## src/rtl/wbcap_pkg.sv

```systemverilog
package wbcap_pkg;

  localparam int REG_AW = 8;
  localparam int REG_DW = 32;

  localparam logic [REG_AW-1:0] OFS_BASE  = 8'h00;
  localparam logic [REG_AW-1:0] OFS_PITCH = 8'h04;
  localparam logic [REG_AW-1:0] OFS_DIM   = 8'h08;
  localparam logic [REG_AW-1:0] OFS_CTL   = 8'h0C;
  localparam logic [REG_AW-1:0] OFS_PROG  = 8'h10;

  localparam int CB_START = 0;
  localparam int CB_IRQEN = 2;
  localparam int CB_STOP  = 14;
  localparam int CB_RESOF = 15;
  localparam int CB_MASK  = 16;
  localparam int CB_PDN   = 21;

  localparam logic [7:0] ID_TAG = 8'h54;
  localparam logic [1:0] ID_REV = 2'b01;

  typedef struct packed {
    logic       pdn;
    logic [3:0] mask;
    logic       resof;
    logic       irq_en;
  } ctl_t;

  // Byte address of a pixel, written as a direct product.
  function automatic logic [31:0] pix_addr(input logic [31:0] base,
                                           input logic [31:0] pitch,
                                           input logic [31:0] line,
                                           input logic [31:0] col);
    return base + pitch * line + (col << 2);
  endfunction

  // Control register read image.
  function automatic logic [31:0] ctl_word(input ctl_t c, input logic busy);
    return {ID_TAG, ID_REV, c.pdn, 1'b0, c.mask, c.resof,
            12'b0, c.irq_en, busy, 1'b0};
  endfunction

endpackage

```

## src/rtl/wbcap_regs.sv

```systemverilog
module wbcap_regs
  import wbcap_pkg::*;
#(
  parameter int DIM_W = 16
) (
  input  logic              clk,
  input  logic              rst_n,
  input  logic              reg_wen,
  input  logic [REG_AW-1:0] reg_addr,
  input  logic [REG_DW-1:0] reg_wdata,
  output logic [REG_DW-1:0] reg_rdata,
  input  logic              busy,
  input  logic [DIM_W-1:0]  prog,
  output logic              go_req,
  output logic              abort_req,
  output logic [31:0]       base,
  output logic [31:0]       pitch,
  output logic [DIM_W-1:0]  width,
  output logic [DIM_W-1:0]  height,
  output ctl_t              ctl
);

  logic ctl_wr;

  assign ctl_wr    = reg_wen && (reg_addr == OFS_CTL);
  assign go_req    = ctl_wr && reg_wdata[CB_START] && !reg_wdata[CB_PDN];
  assign abort_req = ctl_wr && reg_wdata[CB_STOP];

  always_ff @(posedge clk or negedge rst_n) begin
    if (!rst_n) begin
      base       <= '0;
      pitch      <= '0;
      width      <= '0;
      height     <= '0;
      ctl.pdn    <= 1'b0;
      ctl.mask   <= 4'hF;
      ctl.resof  <= 1'b0;
      ctl.irq_en <= 1'b0;
    end else if (reg_wen) begin
      case (reg_addr)
        OFS_BASE:  base  <= reg_wdata;
        OFS_PITCH: pitch <= reg_wdata;
        OFS_DIM: begin
          width  <= reg_wdata[DIM_W-1:0];
          height <= reg_wdata[16 +: DIM_W];
        end
        OFS_CTL: begin
          ctl.pdn    <= reg_wdata[CB_PDN];
          ctl.mask   <= reg_wdata[CB_MASK +: 4];
          ctl.resof  <= reg_wdata[CB_RESOF];
          ctl.irq_en <= reg_wdata[CB_IRQEN];
        end
        default: ;
      endcase
    end
  end

  always_comb begin
    case (reg_addr)
      OFS_BASE:  reg_rdata = base;
      OFS_PITCH: reg_rdata = pitch;
      OFS_DIM:   reg_rdata = {16'(height), 16'(width)};
      OFS_CTL:   reg_rdata = ctl_word(ctl, busy);
      OFS_PROG:  reg_rdata = 32'(prog);
      default:   reg_rdata = '0;
    endcase
  end

  // a start carrying the power-down bit never becomes a start request
  a_r8_pdn_blocks: assert property (@(posedge clk) disable iff (!rst_n)
    (ctl_wr && reg_wdata[CB_PDN]) |-> !go_req);

endmodule

```

## src/rtl/wbcap_seq.sv

```systemverilog
module wbcap_seq
  import wbcap_pkg::*;
#(
  parameter int DIM_W = 16
) (
  input  logic             clk,
  input  logic             rst_n,
  input  logic             go_req,
  input  logic             abort_req,
  input  logic             pix_valid,
  input  logic [DIM_W-1:0] width,
  input  logic [DIM_W-1:0] height,
  input  logic [31:0]      base,
  input  logic [31:0]      pitch,
  input  logic             resof,
  output logic             busy,
  output logic             fin,
  output logic             accept,
  output logic [DIM_W-1:0] prog,
  output logic [DIM_W-1:0] col,
  output logic [31:0]      line_base,
  output logic             frm_sof,
  output logic             frm_eof
);

  logic             start;
  logic             stop;
  logic             line_end;
  logic             last_line;
  logic             done;
  logic [DIM_W:0]   prog_inc;

  assign prog_inc  = {1'b0, prog} + 1'b1;
  assign start     = go_req && !busy && !abort_req;
  assign stop      = busy && abort_req;
  assign accept    = busy && pix_valid && !abort_req && (prog < height);
  assign line_end  = accept && (col == width - 1'b1);
  assign last_line = line_end && (prog_inc == {1'b0, height});
  assign done      = busy && !abort_req && (last_line || (prog == height));

  always_ff @(posedge clk or negedge rst_n) begin
    if (!rst_n) begin
      busy      <= 1'b0;
      fin       <= 1'b0;
      prog      <= '0;
      col       <= '0;
      line_base <= '0;
      frm_sof   <= 1'b0;
      frm_eof   <= 1'b0;
    end else begin
      frm_sof <= start || (done && resof);
      frm_eof <= done;
      if (start) begin
        busy      <= 1'b1;
        fin       <= 1'b0;
        prog      <= '0;
        col       <= '0;
        line_base <= base;
      end else begin
        if (done || stop) begin
          busy <= 1'b0;
          fin  <= 1'b1;
        end
        if (accept) begin
          if (line_end) begin
            col       <= '0;
            prog      <= prog_inc[DIM_W-1:0];
            line_base <= line_base + pitch;
          end else begin
            col <= col + 1'b1;
          end
        end
      end
    end
  end

  // an accepted start leaves the block busy with a cleared count
  a_r3_start_clears: assert property (@(posedge clk) disable iff (!rst_n)
    (go_req && !busy && !abort_req) |=> (busy && prog == '0 && col == '0));

  // a start while busy disturbs nothing
  a_r3_go_ignored: assert property (@(posedge clk) disable iff (!rst_n)
    (busy && go_req && !abort_req && !pix_valid && prog != height)
      |=> (busy && prog == $past(prog) && col == $past(col)));

  // progress only ever steps by one line while capturing
  a_r5_prog_step: assert property (@(posedge clk) disable iff (!rst_n)
    busy |=> (prog == $past(prog) || prog == $past(prog) + DIM_W'(1)));

  // abort ends the frame on the same edge and freezes progress
  a_r6_abort_stops: assert property (@(posedge clk) disable iff (!rst_n)
    (busy && abort_req) |=> (!busy && !frm_eof && prog == $past(prog)));

  // the ended-frame flag is never set during a capture
  a_r7_fin_idle: assert property (@(posedge clk) disable iff (!rst_n)
    fin |-> !busy);

endmodule

```

## src/rtl/wbcap_wr.sv

```systemverilog
module wbcap_wr
  import wbcap_pkg::*;
#(
  parameter int DIM_W = 16
) (
  input  logic             clk,
  input  logic             rst_n,
  input  logic             accept,
  input  logic             busy,
  input  logic [31:0]      pix_data,
  input  logic [31:0]      line_base,
  input  logic [DIM_W-1:0] col,
  input  logic [DIM_W-1:0] prog,
  input  logic [3:0]       mask,
  input  logic [31:0]      base,
  input  logic [31:0]      pitch,
  output logic             wr_valid,
  output logic [31:0]      wr_addr,
  output logic [31:0]      wr_data,
  output logic [3:0]       wr_strb
);

  assign wr_valid = accept;
  assign wr_addr  = line_base + (32'(col) << 2);
  assign wr_data  = pix_data;
  assign wr_strb  = mask;

  // accumulated line base agrees with the direct product
  a_r4_addr: assert property (@(posedge clk) disable iff (!rst_n)
    wr_valid |-> (wr_addr == pix_addr(base, pitch, 32'(prog), 32'(col))));

  // no write request leaves an idle block
  a_r10_idle_quiet: assert property (@(posedge clk) disable iff (!rst_n)
    !busy |-> !wr_valid);

endmodule

```

## src/rtl/wbcap_ctrl.sv

```systemverilog
module wbcap_ctrl
  import wbcap_pkg::*;
#(
  parameter int DIM_W = 16
) (
  input  logic        clk,
  input  logic        rst_n,
  input  logic        reg_wen,
  input  logic [7:0]  reg_addr,
  input  logic [31:0] reg_wdata,
  output logic [31:0] reg_rdata,
  input  logic        pix_valid,
  input  logic [31:0] pix_data,
  output logic        frm_sof,
  output logic        frm_eof,
  output logic        wr_valid,
  output logic [31:0] wr_addr,
  output logic [31:0] wr_data,
  output logic [3:0]  wr_strb,
  output logic        irq
);

  logic             go_req;
  logic             abort_req;
  logic             busy;
  logic             fin;
  logic             accept;
  logic [DIM_W-1:0] prog;
  logic [DIM_W-1:0] col;
  logic [DIM_W-1:0] width;
  logic [DIM_W-1:0] height;
  logic [31:0]      base;
  logic [31:0]      pitch;
  logic [31:0]      line_base;
  ctl_t             ctl;

  wbcap_regs #(.DIM_W(DIM_W)) u_regs (
    .clk(clk), .rst_n(rst_n),
    .reg_wen(reg_wen), .reg_addr(reg_addr), .reg_wdata(reg_wdata),
    .reg_rdata(reg_rdata),
    .busy(busy), .prog(prog),
    .go_req(go_req), .abort_req(abort_req),
    .base(base), .pitch(pitch), .width(width), .height(height),
    .ctl(ctl)
  );

  wbcap_seq #(.DIM_W(DIM_W)) u_seq (
    .clk(clk), .rst_n(rst_n),
    .go_req(go_req), .abort_req(abort_req), .pix_valid(pix_valid),
    .width(width), .height(height), .base(base), .pitch(pitch),
    .resof(ctl.resof),
    .busy(busy), .fin(fin), .accept(accept), .prog(prog), .col(col),
    .line_base(line_base), .frm_sof(frm_sof), .frm_eof(frm_eof)
  );

  wbcap_wr #(.DIM_W(DIM_W)) u_wr (
    .clk(clk), .rst_n(rst_n),
    .accept(accept), .busy(busy), .pix_data(pix_data),
    .line_base(line_base), .col(col), .prog(prog), .mask(ctl.mask),
    .base(base), .pitch(pitch),
    .wr_valid(wr_valid), .wr_addr(wr_addr), .wr_data(wr_data),
    .wr_strb(wr_strb)
  );

  assign irq = ctl.irq_en && fin;

  // the interrupt is only ever seen on an idle block
  a_r7_irq_idle: assert property (@(posedge clk) disable iff (!rst_n)
    irq |-> !busy);

  // the frame-end pulse follows the edge on which busy dropped
  a_r5_eof_after_busy: assert property (@(posedge clk) disable iff (!rst_n)
    frm_eof |-> (!busy && $past(busy)));

endmodule

```

## config.mk

```make
export PLATFORM = sky130hd
export DESIGN_NAME = wbcap_ctrl
export DESIGN_NICKNAME = d
export VERILOG_FILES = /design/src/rtl/wbcap_pkg.sv /design/src/rtl/wbcap_regs.sv /design/src/rtl/wbcap_seq.sv /design/src/rtl/wbcap_wr.sv /design/src/rtl/wbcap_ctrl.sv
export SDC_FILE = /design/constraint.sdc
export NUM_CORES = 1
export LEC_CHECK = 0
export BUFFER_PORTS_ARGS = -buffer_cell sky130_fd_sc_hd__buf_2
export CORE_MARGIN = 10
export CORE_UTILIZATION = 45
export DETAILED_ROUTE_END_ITERATION = 8
export PLACE_DENSITY_LB_ADDON = 0.3
export SYNTH_ARGS = -nofsm -noshare
export SYNTH_HDL_FRONTEND = slang
export SYNTH_HIERARCHICAL = 1
export SYNTH_SLANG_ARGS = --single-unit
export TNS_END_PERCENT = 30
```

## constraint.sdc

```tcl
create_clock -name clk -period 4.5 [get_ports clk]
set_input_delay 0.225 -clock clk [delete_from_list [all_inputs] [get_ports clk]]
set_output_delay 0.225 -clock clk [all_outputs]
set_load 0.01 [all_outputs]
```

* After elaboration in Yosys (flattened, before gate mapping)
Cells that the tools add are included.
** Storage, ports and cells
- Input bits :: 76
- Output and inout bits :: 104
- Register bits after elaboration :: 171
** Operators by class
- Equal/unequal tests :: 7
- Add/subtract/negate cells :: 5
- Magnitude comparators :: 1
- Reductions and logical operators :: 31
- Mux-type cells :: 14
** Operators by type and width (number)
- one-hot mux 32 bit (5 select lines) :: 1
- 2-to-1 mux 16 bit :: 6
- 2-to-1 mux 32 bit :: 3
- adder 32 x 18 -> 32 bit :: 1
- adder 32 bit :: 1
- == test 16 bit :: 2
- adder 16 x 1 -> 17 bit, second input constant :: 1
- == test 17 x 16 -> 1 bit :: 1
- adder 16 x 1 -> 16 bit, second input constant :: 1
- == test 8 x 4 -> 1 bit, second input constant :: 2
- logical AND 1 bit :: 16
- < comparator 16 bit :: 1
- subtractor 16 x 1 -> 16 bit, second input constant :: 1
- AND reduction 2 bit :: 5
- == test 8 x 3 -> 1 bit, second input constant :: 1
- == test 8 x 5 -> 1 bit, second input constant :: 1
- logical NOT 8 bit :: 1
- nonzero test 2 bit :: 3
- 2-to-1 mux 1 bit :: 4
- logical NOT 1 bit :: 3
- logical OR 1 bit :: 3

* Longest topological paths before layout
Gate-level depths: netlist of run 1.
- Word-level depth :: 13
- Mapped depth :: 17

* Cells and area by module
Netlist of run 1, hierarchy kept.
** By module, submodules not included
- wbcap_seq :: area each 6074.6 um^2, times used 1, cells an instance 769
- wbcap_regs :: area each 4912.2 um^2, times used 1, cells an instance 356
- wbcap_wr :: area each 1360.1 um^2, times used 1, cells an instance 181
- wbcap_ctrl :: area each 6.3 um^2, times used 1, cells an instance 1

* Worst setup path after synthesis of run 1
OpenSTA, ideal clock, no wires.
- Path type :: reg-to-reg
- Start :: reg u_regs.width[0]
- End :: reg u_seq.col[9]
- Cell stages (with the launch flop) :: 14
- Arrival time :: 3.219 ns
- Setup slack :: 1.153 ns
- Cell sequence :: dfrtp_1 inv_1 ha_1 or4b_4 or3_4 a2111oi_4 o211ai_1 a2111oi_2 nand4_2 and3_1 buf_6 a21o_1 nand2_1 o31ai_1
** On the way
- Word-level cells in the longest chain between the ends :: 6
** Ends and longest elaborated chain
- start: declaration :: line wbcap_regs.sv:18 : output logic [DIM_W-1:0] width,
- start signal: assignment :: line wbcap_regs.sv:44 : width <= reg_wdata[DIM_W-1:0];
- subtractor 16 x 1 -> 16 bit :: line wbcap_seq.sv:37 : assign line_end = accept && (col == width - 1'b1);
- == test 16 bit :: line wbcap_seq.sv:37
- logical AND 1 bit :: line wbcap_seq.sv:37
- 2-to-1 mux 16 bit :: line wbcap_seq.sv:65 : if (line_end) begin
- 2-to-1 mux 16 bit :: line wbcap_seq.sv:64 : if (accept) begin
- 2-to-1 mux 16 bit :: line wbcap_seq.sv:53 : if (start) begin
- end signal: assignment :: line wbcap_seq.sv:70 : col <= col + 1'b1;
- end: declaration :: line wbcap_seq.sv:20 : output logic [DIM_W-1:0] col,
No other way between the ends. The select of a mux whose other input is x is not followed.
A chain may end at the register's enable or synchronous reset.

* Worst setup path in the final report of run 1
- Start :: reg u_regs.width[0]
- End :: reg u_seq.busy
** On the way
- Word-level cells in the longest chain between the ends :: 8
** Ends and longest elaborated chain
- subtractor 16 x 1 -> 16 bit :: line wbcap_seq.sv:37
- == test 16 bit :: line wbcap_seq.sv:37
- logical AND 1 bit :: line wbcap_seq.sv:37
- logical AND 1 bit :: line wbcap_seq.sv:38 : assign last_line = line_end && (prog_inc == {1'b0, height});
- logical OR 1 bit :: line wbcap_seq.sv:39 : assign done = busy && !abort_req && (last_line || (prog == height));
- logical AND 1 bit :: line wbcap_seq.sv:39
- logical OR 1 bit :: line wbcap_seq.sv:60 : if (done || stop) begin
- nonzero test 2 bit (no source line)
- end signal: assignment :: line wbcap_seq.sv:43 : busy <= 1'b0;
- end signal: assignment :: line wbcap_seq.sv:54 : busy <= 1'b1;
- end signal: assignment :: line wbcap_seq.sv:61 : busy <= 1'b0;
- end: declaration :: line wbcap_seq.sv:16 : output logic busy,
No other way between the ends.

==> results of run 1 <==
==> final timing paths <==
kind / from / endpoint / slack, ns / cells after the start
setup reg to reg: u_regs/width[0]$_DFFE_PN0P_ / u_seq/busy$_DFFE_PN0P_ / 0.66 / 12
min in group asynchronous: rst_n / u_regs/base[2]$_DFFE_PN0P_ / 0.38 / 2
max in group asynchronous: rst_n / u_seq/line_base[9]$_DFFE_PN0P_ / 3.01 / 3
hold / removal: reg_wdata[6] / u_regs/width[6]$_DFFE_PN0P_ / 0.06 / 2
hold reg to reg: u_regs/ctl[6]$_DFFE_PN0P_ / u_regs/ctl[6]$_DFFE_PN0P_ / 0.53 / 1
setup / recovery: u_regs/width[0]$_DFFE_PN0P_ / u_seq/busy$_DFFE_PN0P_ / 0.66 / 12
==> logic make-up (layout without fill, tap and decap cells) <==
logic type / count (synthesis) / in the layout / share of synthesized area, %
simple gates: 396 / 396 / 16.2
compound gates: 302 / 302 / 16.4
flops: 171 / 171 / 34.7
mux: 140 / 140 / 13.2
buf+inv: 134 / 205 / 5.68
xor+xnor: 96 / 96 / 6.81
fa+ha+maj: 68 / 68 / 7.01
==> stage by stage <==
stage / setup slack (ns) / power [mW] / cell area (um2) / utilization [%] / std cells
4_1_cts: 0.699 / 3.76 / 13600 / 50.6 / 1719
3_5_place_dp: 0.737 / 2.10 / 13000 / 48.1 / 1686
6_report: 0.662 / 3.75 / 13600 / 50.6 / 1719
5_1_grt: 0.406 / 3.87 / 13600 / 50.6 / 1719
3_3_place_gp: 0.811 / 2.09 / 13000 / 48.1 / 1686
2_1_floorplan: 1.15 / 1.97 / 12400 / - / 1307
==> layout make-up <==
class                      count  area share, %
multi-input combinational   1002           54.1
sequential                   171           31.4
timing repair buffer         137           5.50
clock buffer                  18           3.15
tap                          341           3.13
clock inverter                14           1.68
inverter                      36          0.991
==> Yosys cell counts (4+ instances only) <==
cell | count | area [um2]
nor2_1 | 91 | 342
a21o_1 | 26 | 195
xnor2_1 | 60 | 526
mux4_2 | 5 | 113
a31oi_1 | 13 | 81.3
a211oi_1 | 10 | 75.1
mux2_2 | 102 | 1150
mux2_1 | 6 | 67.6
nor4_1 | 11 | 68.8
o22ai_1 | 26 | 163
mux2i_1 | 20 | 200
dfrtp_1 | 167 | 4180
clkbuf_1 | 30 | 113
or4_1 | 4 | 30.0
xor2_1 | 36 | 315
nand3_1 | 31 | 155
and3_1 | 29 | 181
a21oi_1 | 66 | 330
nor2b_1 | 16 | 100
a211o_1 | 6 | 52.6
o21ai_1 | 6 | 30.0
and2_1 | 4 | 25.0
a221o_1 | 14 | 140
nand2b_1 | 12 | 75.1
inv_1 | 36 | 135
mux2_4 | 7 | 105
buf_1 | 4 | 15.0
nand4_1 | 18 | 113
o31ai_1 | 10 | 75.1
nor3_1 | 35 | 175
or3_1 | 6 | 37.5
nor3b_1 | 5 | 37.5
nand2_1 | 109 | 409
ha_1 | 66 | 826
buf_2 | 20 | 100
o21a_1 | 6 | 45.0
or2_2 | 5 | 31.3
o21ai_0 | 74 | 370
buf_4 | 40 | 300
dfstp_2 | 4 | 105
o21bai_1 | 4 | 30.0
==> routing by layer <==
metal	part of all wire (%)	global-route usage [%]	routed length, um	up-vias
met4	1.9	6.48	728	0
met2	47	35.3	18000	413
met1	44	30.0	16900	5117
li1	-	-	-	4857
met5	0	0	0	-
met3	7.1	3.96	2740	51
==> timing repair <==
item                                    in CTS  in global routing
hold buffers                                 1                  0
endpoints found under the setup margin       0                  0
resized for setup                            0                  0
endpoints found under the hold margin       84                  0
buffers inserted                             0                  0
==> critical path: cells and delay by family (launching register included) <==
family	cells	cell delay [ns]
compound gates	5	1.39
simple gates	4	1.26
flops	1	0.45
buf+inv	2	0.41
fa+ha+maj	1	0.18
==> state kept, by name (all words and copies together) (netlist names), 7 cells and up <==
register	count
u_seq/col	16
u_seq/prog	16
u_regs/width	16
u_regs/ctl	7
u_regs/pitch	32
u_seq/line_base	32
u_regs/height	16
u_regs/base	32
==> report_power, final <==
part	switching, mW	internal [mW]	leakage [nW]
Sequential	0.0711	1.59	2.35
Clock	0.668	1.00	0.321
Combinational	0.238	0.181	3.93
Total	0.978	2.77	6.61
==> out/results.ini, run 1 <==
[sta]
relSlewSlack_pct=22.4
holdWs_ns=0.0580
period_share_pct=85.3
clock_skew_ns=0.0130
setup_tns_ns=0
min_period_ns=3.84
tightest_slew_ns=1.16
fmax_ghz=0.261
hold_violations=0
finalMaxSlewViolations=0
rsz0062_at_grt=false
finalSetupViolCount=0

[global_route]
overflow=0
grt_pass1_vias=10100
grt_max_degree=87
grt_pass1_wl_um=59100
grtUsageTotal_pct=22.1
antenna_found_initial=0

[floorplan]
die_h_um=186
initial_core_util_pct=45.8
pin_count=180
dieArea_um2=34500
core_um2=27000
num_rows=60
die_w_um=186

[power]
power.density_nw_per_um2=275
leakagePower_nw=6.61
vdd.ir_drop.worst_mv=0.217

[worst_setup_path]
cpPeakStageDelay_ns=0.52
start_kind=flip-flop
cp-end-kind=flip-flop
crit_chain=inv_1 > ha_1 > or4b_4 > or3_4 > a2111oi_4 > o211ai_1 > a2111oi_2 > nand4_2 > buf_4 > a211oi_1 > a211o_1 > nand2_1
timing.setup.critical_path_class=reg -> reg
cp_data_required_time_ns=4.80
cp_slowest_cell=or4b_4
critPathArrivalTime_ns=4.13
path_max_fanout=12

[synthesis]
synth_seq_cells=171
ys_types=87
syn_area_per_cell_um2=9.45
synthCells=1307
synthesis.nets=1451
synthesis.area_um2=12400
synthFlopType=dfrtp_1
synth-edff-count=0
ys_warn_count=6
seq_area_frac_synth_pct=34.7
async_flop_share_pct=100

[cells_and_area]
area_growth_pct=10.3
num-fill-cells=2477
seq_area_um2=4280
drive_above_1_share_pct=23.0
final_common_cell=dfrtp_1
multiInputGateArea_um2=7380
n_antenna_cell=0
final_cell_mix=dfrtp_1 (167), buf_2 (114), nand2_1 (109), mux2_2 (102), nor2_1 (91)
nets=1509

[placed_design]
io_buffers=115
dp_hpwl_um=29100
place.gp.congestion=0.920

[cts]
clk_latency_ns=0.43
cts_buffer_depth=2
clock-sinks=171
cts_buffers=17
cts-root-buf=clkbuf_16
htreeDepth=4
cts_tree=done
clkTransAtPathRegs_ns=0.07

[drt]
wl_per_cell_um=22.4
drt-initial-drc-count=1042
wl_um=38400
via_per_inst=6.07
vias=10400
route.detailed.drc=0
ant_nets=0
drt-pass1-iter-count=5

[job]
maxCapViolations=0

[hold_path]
hp-class=in -> reg

[run_status]
status=finished clean

No activity file was read; power rests on OpenSTA's default activity.
==> run 2, diff against run 1 <==
Settings changed: RECOVER_POWER set to 25.
==> run 2 against run 1 <==
Compared with the run above: clock skew barely moved; the run now ends with capacitance limit, slew limit left; non-clock buffer count did not move; via count barely moved; critical path type unchanged; setup slack got worse by 0.021 ns; wire length barely moved; combinational power barely moved; maximum frequency fell by 0.54%; global-route usage did not move; cell count did not move; power barely moved; die area did not move.
==> out/results.ini, run 2 (same netlist as run 1, synthesis figures left out) <==
[worst_setup_path]
path_delay_family=compound AO/OA/AOI/OAI gates  ; unchanged
cpPeakStageDelay_ns=0.52  ; about the same
timing.setup.critical_path_class=reg -> reg  ; unchanged
cp-end-kind=flip-flop  ; unchanged
path_max_fanout=12  ; unchanged
cp_data_required_time_ns=4.80  ; about the same
cp_num_buf_inv=2  ; unchanged
crit_chain=inv_1 > ha_1 > or4b_4 > or3_4 > a2111oi_4 > o211ai_1 > a2111oi_2 > nand4_2 > buf_4 > a211oi_1 > a211o_1 > nand2_1  ; unchanged
cp_slowest_cell=or4b_4  ; unchanged
start_kind=flip-flop  ; unchanged
critPathArrivalTime_ns=4.16  ; was 4.13 ns

[power]
vdd.ir_drop.worst_mv=0.217  ; about the same
report.power.total_mw=3.75  ; about the same
leakagePower_nw=6.61  ; about the same
power.density_nw_per_um2=275  ; about the same

[cells_and_area]
fin_area_um2=13600  ; about the same
drive_above_1_share_pct=23.0  ; unchanged
post-route-util_pct=50.6  ; about the same
final_common_cell=dfrtp_1  ; unchanged
final_cell_mix=dfrtp_1 (167), buf_2 (114), nand2_1 (109), mux2_2 (102), nor2_1 (91)  ; unchanged
n_antenna_cell=0  ; unchanged
area_growth_pct=10.3  ; about the same
nets=1509  ; unchanged
final_cells=1719  ; unchanged
top_regs=u_regs/base (32), u_regs/pitch (32), u_seq/line_base (32)  ; unchanged

[cts]
clkTransAtPathRegs_ns=0.07  ; about the same
cts-root-buf=clkbuf_16  ; unchanged
htreeDepth=4  ; unchanged
cts_tree=done  ; unchanged
clk_latency_ns=0.43  ; about the same
cts_buffers=17  ; unchanged
cts_buffer_depth=2  ; unchanged
clock-sinks=171  ; unchanged
post_cts_buffers=0  ; unchanged

[floorplan]
initial_core_util_pct=45.8  ; unchanged
die_h_um=186  ; unchanged
pin_count=180  ; unchanged
num_rows=60  ; unchanged
die_w_um=186  ; unchanged
dieArea_um2=34500  ; unchanged
core_um2=27000  ; unchanged

[drt]
vias=10400  ; about the same
wl_per_cell_um=22.4  ; about the same
ant_nets=0  ; unchanged
drt-pass1-iter-count=5  ; unchanged
drt-initial-drc-count=1042  ; unchanged
via_per_inst=6.07  ; about the same
wl_um=38500  ; was 38400 um
route.detailed.drc=0  ; unchanged

[global_route]
grt_pass1_vias=10100  ; unchanged
antenna_found_initial=0  ; unchanged
grt_max_degree=87  ; unchanged
grt_pass1_wl_um=59100  ; unchanged
overflow=0  ; unchanged
grtUsageTotal_pct=22.1  ; unchanged

[sta]
setup_tns_ns=0  ; unchanged
period_share_pct=85.8  ; was 85.3%
setup_ws_ns=0.641  ; was 0.662 ns
fmax_ghz=0.259  ; was 0.261 GHz
finalSetupViolCount=0  ; unchanged
min_period_ns=3.86  ; was 3.84 ns
rsz0062_at_grt=false  ; unchanged
holdWs_ns=0.0582  ; was 0.0580 ns
relSlewSlack_pct=-49.7  ; was 22.4%
tightest_slew_ns=2.24  ; was 1.16 ns
clock_skew_ns=0.0130  ; about the same
finalMaxSlewViolations=87  ; was 0
hold_violations=0  ; unchanged

[job]
maxCapViolations=1  ; was 0

[placed_design]
place.gp.congestion=0.920  ; unchanged
io_buffers=115  ; unchanged
post-place-ws_ns=0.737  ; unchanged
dp_hpwl_um=29100  ; unchanged
dp.cells=1686  ; unchanged
placed_area_um2=13000  ; unchanged

[run_status]
violations=capacitance limit, slew limit
status=finished, violations left  ; was finished clean

[hold_path]
hp-class=in -> reg  ; unchanged

-- run 2: changes by cell type in the layout (fill, tap and decap cells not counted), sizes merged --
cell / change
buf: -1
clkbuf: +1
-- run 2: metal layers --
layer	GRT usage (%)	part of all wire (%)	vias to the layer above
met3	3.96	7.0	47
li1	-	-	4857
met1	30.0	44	5124
met5	0	0	-
met2	35.3	47	401
met4	6.48	1.9	0
-- run 2: final timing paths --
kind	startpoint	to	slack, ns	depth (start not counted)
worst max-delay path	u_regs/width[0]$_DFFE_PN0P_	u_seq/busy$_DFFE_PN0P_	0.64	12
worst min-delay path	reg_wdata[6]	u_regs/width[6]$_DFFE_PN0P_	0.06	2
worst max register to register	u_regs/width[0]$_DFFE_PN0P_	u_seq/busy$_DFFE_PN0P_	0.64	12
worst min register to register	u_regs/ctl[6]$_DFFE_PN0P_	u_regs/ctl[6]$_DFFE_PN0P_	0.53	1
max in group asynchronous	rst_n	u_seq/line_base[9]$_DFFE_PN0P_	1.96	3
min in group asynchronous	rst_n	u_regs/base[2]$_DFFE_PN0P_	0.95	2
-- run 2: final cells by class --
class	instances	area, um2
Multi-Input combinational cell	1002	7380
Inverter	36	135
Sequential cell	171	4280
Fill cell	2477	13300
Timing Repair Buffer	137	743
Clock buffer	18	429
Tap cell	341	427
Clock inverter	14	229
-- run 2: power by group --
group	internal [mW]	leakage, nW	switching [mW]
clock	1.00	0.321	0.667
combinational	0.180	3.93	0.238
sequential	1.59	2.35	0.0711
-- run 2: timing repair --
| item | CTS | global route |
|---|---|---|
| hold buffers | 1 | 0 |
| endpoints found under the hold margin | 84 | 0 |
| resized for setup | 0 | 0 |
==> run 3, diff against run 2 <==
Settings changed: CELL_PAD_IN_SITES_DETAIL_PLACEMENT set to 2, CELL_PAD_IN_SITES_GLOBAL_PLACEMENT set to 2, CORE_UTILIZATION 45 to 37.
==> run 3 against run 2 <==
Compared with the run above: the run still ends with capacitance limit, slew limit left; non-clock buffer count increased by 7; combinational power increased by 9.6%; clock power decreased by 3%; cell count increased by 6.3%; maximum frequency decreased by 2.5%; wire length increased by 30%; power about the same; hold slack got worse by 0.018 ns; sequential share of layout area decreased by 0.46 points; count of clock-buffer cells in the layout increased by 2; global-route usage increased by 1.9 points; flip-flop and latch count unchanged; largest power group is now registers.
==> out/results.ini, run 3 (same netlist as run 1, synthesis figures left out) <==
[worst_setup_path]
cp_slowest_cell=or4b_4  ; unchanged
path_delay_family=simple AND/OR/NAND/NOR gates  ; was compound AO/OA/AOI/OAI gates
cp_data_required_time_ns=4.81  ; was 4.80 ns
path_max_fanout=31  ; was 12
timing.setup.critical_path_class=reg -> reg  ; unchanged
critPathMostFrequentCell=nand2_1
critPathArrivalTime_ns=4.27  ; was 4.16 ns
start_kind=flip-flop  ; unchanged
cp-end-kind=flip-flop  ; unchanged
cpPeakStageDelay_ns=0.53  ; was 0.52 ns
crit_chain=inv_1 > ha_1 > or4b_4 > or3_4 > a2111oi_4 > o211ai_1 > a2111oi_2 > nand4_2 > buf_4 > nand2_1 > buf_12 > o21ai_0 > nand2_1 > o31ai_1  ; was inv_1 > ha_1 > or4b_4 > or3_4 > a2111oi_4 > o211ai_1 > a2111oi_2 > nand4_2 > buf_4 > a211oi_1 > a211o_1 > nand2_1
path_depth=14  ; was 12
reg2regPathDepth=14  ; was 12
cp_num_buf_inv=3  ; was 2

[global_route]
grtUsageTotal_pct=24.0  ; was 22.1%
grt_max_degree=98  ; was 87
antenna_found_initial=0  ; unchanged
overflow=0  ; unchanged
grt_pass1_vias=12200  ; was 10100
grt_pass1_wl_um=77100  ; was 59100 um

[sta]
setup_ws_ns=0.544  ; was 0.641 ns
tightest_slew_ns=2.03  ; was 2.24 ns
period_share_pct=87.9  ; was 85.8%
rsz0062_at_grt=false  ; unchanged
setup_tns_ns=0  ; unchanged
finalSetupViolCount=0  ; unchanged
fmax_ghz=0.253  ; was 0.259 GHz
relSlewSlack_pct=-35.6  ; was -49.7%
finalMaxSlewViolations=75  ; was 87
min_period_ns=3.96  ; was 3.86 ns
hold_violations=0  ; unchanged
clock_skew_ns=0.00742  ; was 0.0130 ns

[placed_design]
io_buffers=115  ; unchanged
dp_hpwl_um=36700  ; was 29100 um
post-place-ws_ns=0.688  ; was 0.737 ns
place.gp.congestion=0.883  ; was 0.920
dp.cells=1794  ; was 1686

[cells_and_area]
drive_above_1_share_pct=23.0  ; about the same
seq_area_um2=4280  ; unchanged
nets=1516  ; was 1509
final_cell_mix=dfrtp_1 (167), buf_2 (110), nand2_1 (109), mux2_2 (102), nor2_1 (91)  ; was dfrtp_1 (167), buf_2 (114), nand2_1 (109), mux2_2 (102), nor2_1 (91)
area_growth_pct=11.9  ; was 10.3%
top_regs=u_regs/base (32), u_regs/pitch (32), u_seq/line_base (32)  ; unchanged
final_cells=1827  ; was 1719
final_common_cell=dfrtp_1  ; unchanged
num-fill-cells=3647  ; was 2477
multiInputGateArea_um2=7370  ; was 7380 um2
n_antenna_cell=0  ; unchanged

[power]
vdd.ir_drop.worst_mv=0.231  ; was 0.217 mV
report.power.total_mw=3.75  ; about the same
leakagePower_nw=6.63  ; was 6.61 nW
power.density_nw_per_um2=271  ; was 275 nW/um2

[floorplan]
num_rows=66  ; was 60
die_w_um=203  ; was 186 um
die_h_um=203  ; was 186 um
pin_count=180  ; unchanged
initial_core_util_pct=37.8  ; was 45.8%
dieArea_um2=41100  ; was 34500 um2
core_um2=32700  ; was 27000 um2

[cts]
clkTransAtPathRegs_ns=0.07  ; about the same
clock-sinks=171  ; unchanged
cts_tree=done  ; unchanged
htreeDepth=4  ; unchanged
cts_buffer_depth=2  ; unchanged
cts_buffers=17  ; unchanged
clk_latency_ns=0.45  ; was 0.43 ns
cts-root-buf=clkbuf_16  ; unchanged
post_cts_buffers=0  ; unchanged

[job]
maxCapViolations=1  ; unchanged

[drt]
drt-pass1-iter-count=5  ; unchanged
drt-initial-drc-count=815  ; was 1042
ant_nets=0  ; unchanged
route.detailed.drc=0  ; unchanged
wl_um=50200  ; was 38500 um
wl_per_cell_um=27.5  ; was 22.4 um
via_per_inst=6.05  ; was 6.07
vias=11000  ; was 10400

[hold_path]
hp-class=in -> reg  ; unchanged
holdPathStages=2  ; unchanged

[run_status]
status=finished, violations left  ; unchanged
violations=capacitance limit, slew limit  ; unchanged

run 3: area by class of cell:
cell class / instances / share of cell area [%]
multi-input combinational: 1002 / 53.3
sequential: 171 / 31.0
clock buffer: 20 / 3.38
clock inverter: 12 / 1.18
tap: 442 / 4.00
timing repair buffer: 144 / 6.17
inverter: 36 / 0.977
run 3: power by group:
part	internal (mW)	switching, mW
combinational	0.183	0.275
sequential	1.59	0.0820
clock	0.925	0.694
total	2.70	1.05
run 3: metal layers:
metal	vias to the layer above	track usage (%)	routed length, um
li1	4854	-	-
met1	5818	30.5	22000
met2	304	41.3	25000
met3	69	3.15	1970
met4	0	7.75	1230
met5	-	0	0
run 3: path summary, 6_finish.rpt:
| kind | slack, ns | to | from |
|---|---|---|---|
| max | 0.54 | u_seq/prog[7]$_DFFE_PN0P_ | u_regs/width[0]$_DFFE_PN0P_ |
| min | 0.04 | u_regs/pitch[4]$_DFFE_PN0P_ | reg_wdata[4] |
| max reg2reg | 0.54 | u_seq/prog[7]$_DFFE_PN0P_ | u_regs/width[0]$_DFFE_PN0P_ |
| min reg2reg | 0.52 | u_regs/ctl[6]$_DFFE_PN0P_ | u_regs/ctl[6]$_DFFE_PN0P_ |
| max in group asynchronous | 2.20 | u_regs/height[13]$_DFFE_PN0P_ | rst_n |
| min in group asynchronous | 0.90 | u_regs/width[3]$_DFFE_PN0P_ | rst_n |
run 3: what timing repair did:
item / in CTS / in global routing
setup endpoints to repair: 0 / 0
endpoints found under the hold margin: 74 / 0
hold buffers: 1 / 0
gates resized for setup: 0 / 0
run 3: metrics by stage:
stage | cell area [um2] | utilization [%] | hold slack, ns
2_1_floorplan | 12400 | - | -0.0706
3_3_place_gp | 13200 | 40.4 | 0.323
3_5_place_dp | 13200 | 40.4 | 0.326
4_1_cts | 13800 | 42.3 | 0.0270
5_1_grt | 13800 | 42.3 | 0.0377
6_report | 13800 | 42.3 | 0.0398
